<file path="src/rtl/alatch_pkg.sv">
// Package: shared types for the addressable latch.
// Assumes: nothing beyond standard SystemVerilog.
package alatch_pkg;

    // Operating mode selected by the enable/clear pair.
    typedef enum logic [1:0] {
        MODE_WRITE  = 2'd0,
        MODE_HOLD   = 2'd1,
        MODE_CLEAR  = 2'd2,
        MODE_DECODE = 2'd3
    } alatch_mode_e;

endpackage

</file>
<file path="src/rtl/alatch_mode_dec.sv">
// Module: alatch_mode_dec
// Turns the active-low enable and clear levels into one of four modes.
// Assumes: inputs are already synchronous to the block clock.
module alatch_mode_dec
    import alatch_pkg::*;
(
    input  logic         en_n,
    input  logic         clr_n,
    output alatch_mode_e mode
);

    // Map the two control levels onto a mode.
    always_comb begin
        unique case ({en_n, clr_n})
            2'b01:   mode = MODE_WRITE;
            2'b11:   mode = MODE_HOLD;
            2'b10:   mode = MODE_CLEAR;
            default: mode = MODE_DECODE;
        endcase
    end

endmodule

</file>
<file path="src/rtl/alatch_sel_dec.sv">
// Module: alatch_sel_dec
// Binary select to one-hot hit vector; values past the last bit hit nothing.
// Assumes: SEL_W is wide enough to address NUM_BITS entries.
module alatch_sel_dec #(
    parameter int NUM_BITS = 8,
    parameter int SEL_W    = $clog2(NUM_BITS)
) (
    input  logic [SEL_W-1:0]    sel,
    output logic [NUM_BITS-1:0] hit
);

    // One comparator per output bit.
    for (genvar i = 0; i < NUM_BITS; i++) begin : g_hit
        assign hit[i] = (sel == SEL_W'(i));
    end

endmodule

</file>
<file path="src/rtl/alatch_cell.sv">
// Module: alatch_cell
// One storage bit: loads, holds, clears or decodes according to the mode.
// Assumes: hit is one-hot across all cells; rst_n is synchronous.
module alatch_cell
    import alatch_pkg::*;
(
    input  logic         clk,
    input  logic         rst_n,
    input  alatch_mode_e mode,
    input  logic         hit,
    input  logic         din,
    output logic         q
);

    logic q_next;

    // Next-state selection for this bit.
    always_comb begin
        unique case (mode)
            MODE_WRITE:  q_next = hit ? din : q;
            MODE_HOLD:   q_next = q;
            MODE_CLEAR:  q_next = 1'b0;
            MODE_DECODE: q_next = hit & din;
            default:     q_next = q;
        endcase
    end

    // State register with synchronous reset taking priority.
    always_ff @(posedge clk) begin
        if (!rst_n) q <= 1'b0;
        else        q <= q_next;
    end

endmodule

</file>
<file path="src/rtl/addr_latch8.sv">
// Module: addr_latch8
// Addressable latch bank with write, hold, clear and decode modes.
// Assumes: a single clock; control inputs synchronous to it; rst_n synchronous.
module addr_latch8
    import alatch_pkg::*;
#(
    parameter  int NUM_BITS = 8,
    localparam int SEL_W    = $clog2(NUM_BITS)
) (
    input  logic                clk,
    input  logic                rst_n,
    input  logic                en_n,
    input  logic                clr_n,
    input  logic [SEL_W-1:0]    sel,
    input  logic                din,
    output logic [NUM_BITS-1:0] q
);

    alatch_mode_e        mode;
    logic [NUM_BITS-1:0] hit;

    alatch_mode_dec u_mode (
        .en_n  (en_n),
        .clr_n (clr_n),
        .mode  (mode)
    );

    alatch_sel_dec #(
        .NUM_BITS (NUM_BITS),
        .SEL_W    (SEL_W)
    ) u_sel (
        .sel (sel),
        .hit (hit)
    );

    // One storage cell per output bit.
    for (genvar i = 0; i < NUM_BITS; i++) begin : g_cell
        alatch_cell u_cell (
            .clk   (clk),
            .rst_n (rst_n),
            .mode  (mode),
            .hit   (hit[i]),
            .din   (din),
            .q     (q[i])
        );
    end

endmodule

</file>
<file path="config.mk">
export PLATFORM = sky130hd
export DESIGN_NAME = addr_latch8
export DESIGN_NICKNAME = d
export VERILOG_FILES = /design/src/rtl/alatch_pkg.sv /design/src/rtl/alatch_mode_dec.sv /design/src/rtl/alatch_sel_dec.sv /design/src/rtl/alatch_cell.sv /design/src/rtl/addr_latch8.sv
export SDC_FILE = /design/constraint.sdc
export NUM_CORES = 1
export LEC_CHECK = 0
export ABC_AREA = 1
export BUFFER_PORTS_ARGS = -buffer_cell sky130_fd_sc_hd__buf_4
export CAP_MARGIN = 20
export CORE_MARGIN = 5
export CORE_UTILIZATION = 28
export DETAILED_ROUTE_END_ITERATION = 12
export GPL_ROUTABILITY_DRIVEN = 0
export SYNTH_ARGS = -nofsm -noshare
export SYNTH_HDL_FRONTEND = slang
export SYNTH_HIERARCHICAL = 1
export SYNTH_SLANG_ARGS = --single-unit
</file>
<file path="constraint.sdc">
create_clock -name clk -period 1.2 [get_ports clk]
set_input_delay 0.24 -clock clk [delete_from_list [all_inputs] [get_ports clk]]
set_output_delay 0.24 -clock clk [all_outputs]
set_load 0.1 [all_outputs]
</file>
======== Yosys cells after proc, flatten, opt, wreduce, memory -nomap -nowiden ========
Cells that the tools add are included.
word-level totals
  bits in read-only memories .............. 0
  input bits .............................. 8
  output and inout bits ................... 8
  word-level logic and storage cells ...... 65
  register bits ........................... 8
  memories ................................ 0
  memory bits (writable) .................. 0
  latch bits .............................. 0
cells by class
  equality and inequality tests ........... 21
  multiplexer cells ....................... 17
  divide/modulo/power cells ............... 0
  $lt $le $gt $ge ......................... 0
  multiply operators ...................... 0
  $add $sub $neg .......................... 0
  bitwise operators ....................... 9
  shift-type cells ........................ 0
  reductions and logical operators ........ 10
operators with widths
  kind                count
  $pmux 1 s3          8
  $ne 2x1->1 const B  8
  $reduce_and 2->1    8
  $eq 3x3->1 const B  4
  $and 1x1->1         8
  $eq 2x2->1 const B  4
  $mux 1              8
  $eq 3x2->1 const B  2
  $pmux 2 s3          1
  $eq 2x1->1 const B  2
  $eq 3x1->1 const B  1
  $logic_not 3->1     1
  $logic_not 2->1     1
  $not 1->1           1

======== Longest topological paths before layout ========
  word-level depth ........................ 5
  mapped depth ............................ 8
  mapped depth without buffers ............ 8

======== Hierarchy ========
The synthesis kept the hierarchy.
modules (own cells, without submodules)
  module           cells each  times used  area an instance (µm²)  seq. area each (µm²)
  alatch_cell      12          8           68.8                    20.0
  alatch_sel_dec   15          1           56.3                    0.0
  alatch_mode_dec  8           1           47.5                    0.0

======== Least setup slack after synthesis ========
No wires, ideal clock.
  path type ............................... register -> register
  start point ............................. reg, netlist name g_cell[0].u_cell/q
  end point ............................... reg g_cell[0].u_cell.q
  cell stages (with the launch flop) ...... 5
  path buffers ............................ 0
  required time ........................... 1.136 ns
  period minus slack after synthesis ...... 1.293 ns
  library setup time ...................... 0.064 ns
  data arrival time ....................... 1.230 ns
  slack ................................... -0.093 ns
  cells stage by stage .................... dfxtp_1 > inv_1 > nand3_1 > nand2_1 > nor2_1
RTL lines
  element                 line               RTL
  end signal: assignment  alatch_cell.sv:31  else q <= q_next;
  end: declaration        alatch_cell.sv:12  output logic q

======== Worst setup path in the final report ========
  start point ............................. reg g_cell[7].u_cell.q
  end point ............................... out q[7]
RTL lines
  element                   line               RTL
  start: declaration        alatch_cell.sv:12
  start signal: assignment  alatch_cell.sv:31
  end: declaration          addr_latch8.sv:16  output logic [NUM_BITS-1:0] q
No word-level cell between the ends.

==> metrics.cfg <==
[yosys]
synth_xor_area_frac=0
synth_seq_cells=8
synthAdderAreaFrac=0.03824
synth_top_area_frac=0.2447
synth_area_leaders=dfxtp_1, inv_1, nand2_1, a21oi_2, nor2_1
synthCells=119
synthMuxAreaShare=0
synth_top_area_cell=dfxtp_1
synth-compound-area-share=0.1683
syn_area_per_cell_sq_um=5.499
syn-cell-area_sq_um=654.4
synth_cell_types=9
synth_top_family_by_area=simple AND/OR/NAND/NOR gates
synthSimpleGateAreaFrac=0.3193
yosysSeqAreaShare=0.2447
synth_nets=129
yosysWarningCount=6

[die]
fp.dieArea_sq_mm=0.003404
initial_utilization=0.2958
die_x_um=58.35
rows=17
io_pins=16
core_area_sq_mm=0.002212
die_h_um=58.35

[route]
initialDrtViolationCount=2
num_vias=699
antenna_left=0
wirelength_um=1384
drt_pass1_iterations=4
wl_per_cell_um=8.337
drc=0
vias_per_cell=4.211

[setup_path]
cp_cell_sequence=buf_4
cp-start-kind=flip-flop
required_ns=0.96
critical_path_buf_inv_count=1
crit_path_end_kind=output port
worst-path-max-fanout=2
cp_slowest_cell=dfxtp_2
cp_data_arrival_time_ns=0.87
max_stage_delay_ns=0.33
critical_path_class=reg2out
rr_startpoint=g_cell[3].u_cell/q
crit_start=g_cell[7].u_cell/q
cp_top_family=flip-flops

[sta]
worst_pin_slew_ns=0.2794
setup_viol=0
fin_crit_ns=1.111
grt_setup_unrepaired=no
drv_slew=0
skew_ns=0
final.setup.tns_ns=0
slew_headroom=0.8152
whs_ns=0.2917
max_freq_mhz=900.2
fin_crit_sh=0.9257
hold_viol=0

[flow_run]
maxCapViolCount=0

[grt]
grt_pass1_wl_um=2373
grt_usage=0.08992
grt_max_degree=17
overflow=0
antenna_found_initial=0
grt_pass1_vias=591

[cells_and_area]
largest_reg_flops=8
largestRegisters=g_cell.u_cell/q: 8 flops
nFillCells=246
fin_nets=150
top_register=g_cell.u_cell/q
drive_gt1_frac=0.2681
antennaDiodeCount=0
syn_to_final_growth_pct=31.74
instances_no_fill=166

[hold_path]
hp-class=in2reg
holdCritStartpoint=din

[clocking]
clk_latency_ns=0.26
cts_buffers=3
clkSinkCount=8
cts_tree=done
cts_max_level=1
root_buffer=clkbuf_4
clock_tree.buffer_depth=2
postCtsSetupRepairBufs=0
clk_pin_slew_ns=0.06

[status]
status=finished clean

[placement]
dp.cells=163
io_buffers=15
hpwl_um=1084

[power]
ir_drop_uv=500.9
cellPowerDensity_mw_per_mm2=1040
total_leakage_power_uw=0.0004855

==> cell usage in the layout (no fill, tap or decap), drive strengths merged <==
master,n
nand3,8
inv,40
buf,16
ha,2
a21oi,16
nor2,16
nand2,29
clkbuf,3
dfxtp,8
==> kinds of logic (layout without fill, tap and decap cells) <==
kind of cell,count (synthesis),count (layout)
AND/OR/NAND/NOR,53,53
buffers and inverters,40,59
AO/OA/AOI/OAI,16,16
flip-flops,8,8
adder cells (fa/ha/maj),2,2
==> power by group <==
part           switching (uW)  internal (uW)  total [uW]
clock network             107            116         223
registers                9.13            288         297
logic                     266            110         376
total                     383            514         897
==> routing by layer <==
layer	track usage	vias up	wire length [um]
li1	-	383	-
met1	0.1088	299	659
met2	0.1451	13	623
met3	0.02193	4	77
met4	0.04967	0	24
met5	0	-	0
==> final timing paths <==
check,slack [ns],cells past startpoint,endpoint
hold reg to reg,0.55,4,g_cell[0].u_cell/q
setup / recovery,0.09,1,q[7]
hold / removal,0.29,3,g_cell[2].u_cell/q
setup reg to reg,0.56,4,g_cell[3].u_cell/q
==> synthesized netlist by cell type, drive strengths merged <==
master and instances:
a21oi 16, nor2 16, nand2 29, dfxtp 8
ha 2, nand3 8, inv 40
==> worst min-delay path: stages <==
cell and delay, ns:
buf_4 0.14, a21oi_1 0.05, nor2_1 0.08
==> layout make-up <==
cell class,instances,area (sq um),share of cell area
multi-input combinational,71,351.6,0.4078
sequential,8,170.2,0.1974
inverter,40,150.1,0.1742
timing repair buffer,16,132.6,0.1538
tap,28,35.03,0.04064
clock buffer,3,22.52,0.02612
==> timing repair <==
item,4_1_cts,5_1_grt
endpoints found under the setup margin,0,1
hold buffers,0,0
gates resized for setup,0,1
==> stage by stage <==
stage,power (uW),setup WS (ns),cell area (sq um),utilization
6_report,896.5,0.08914,862.1,0.3897
5_1_grt,953.0,0.06268,862.1,0.3897
4_1_cts,906.9,0.07753,857.1,0.3874
3_5_place_dp,680.8,-0.1528,834.6,0.3773
3_3_place_gp,672.2,-0.1022,834.6,0.3773
2_1_floorplan,582.1,0.01465,666.9,-
Note: power is estimated with default switching activity, not from simulation.
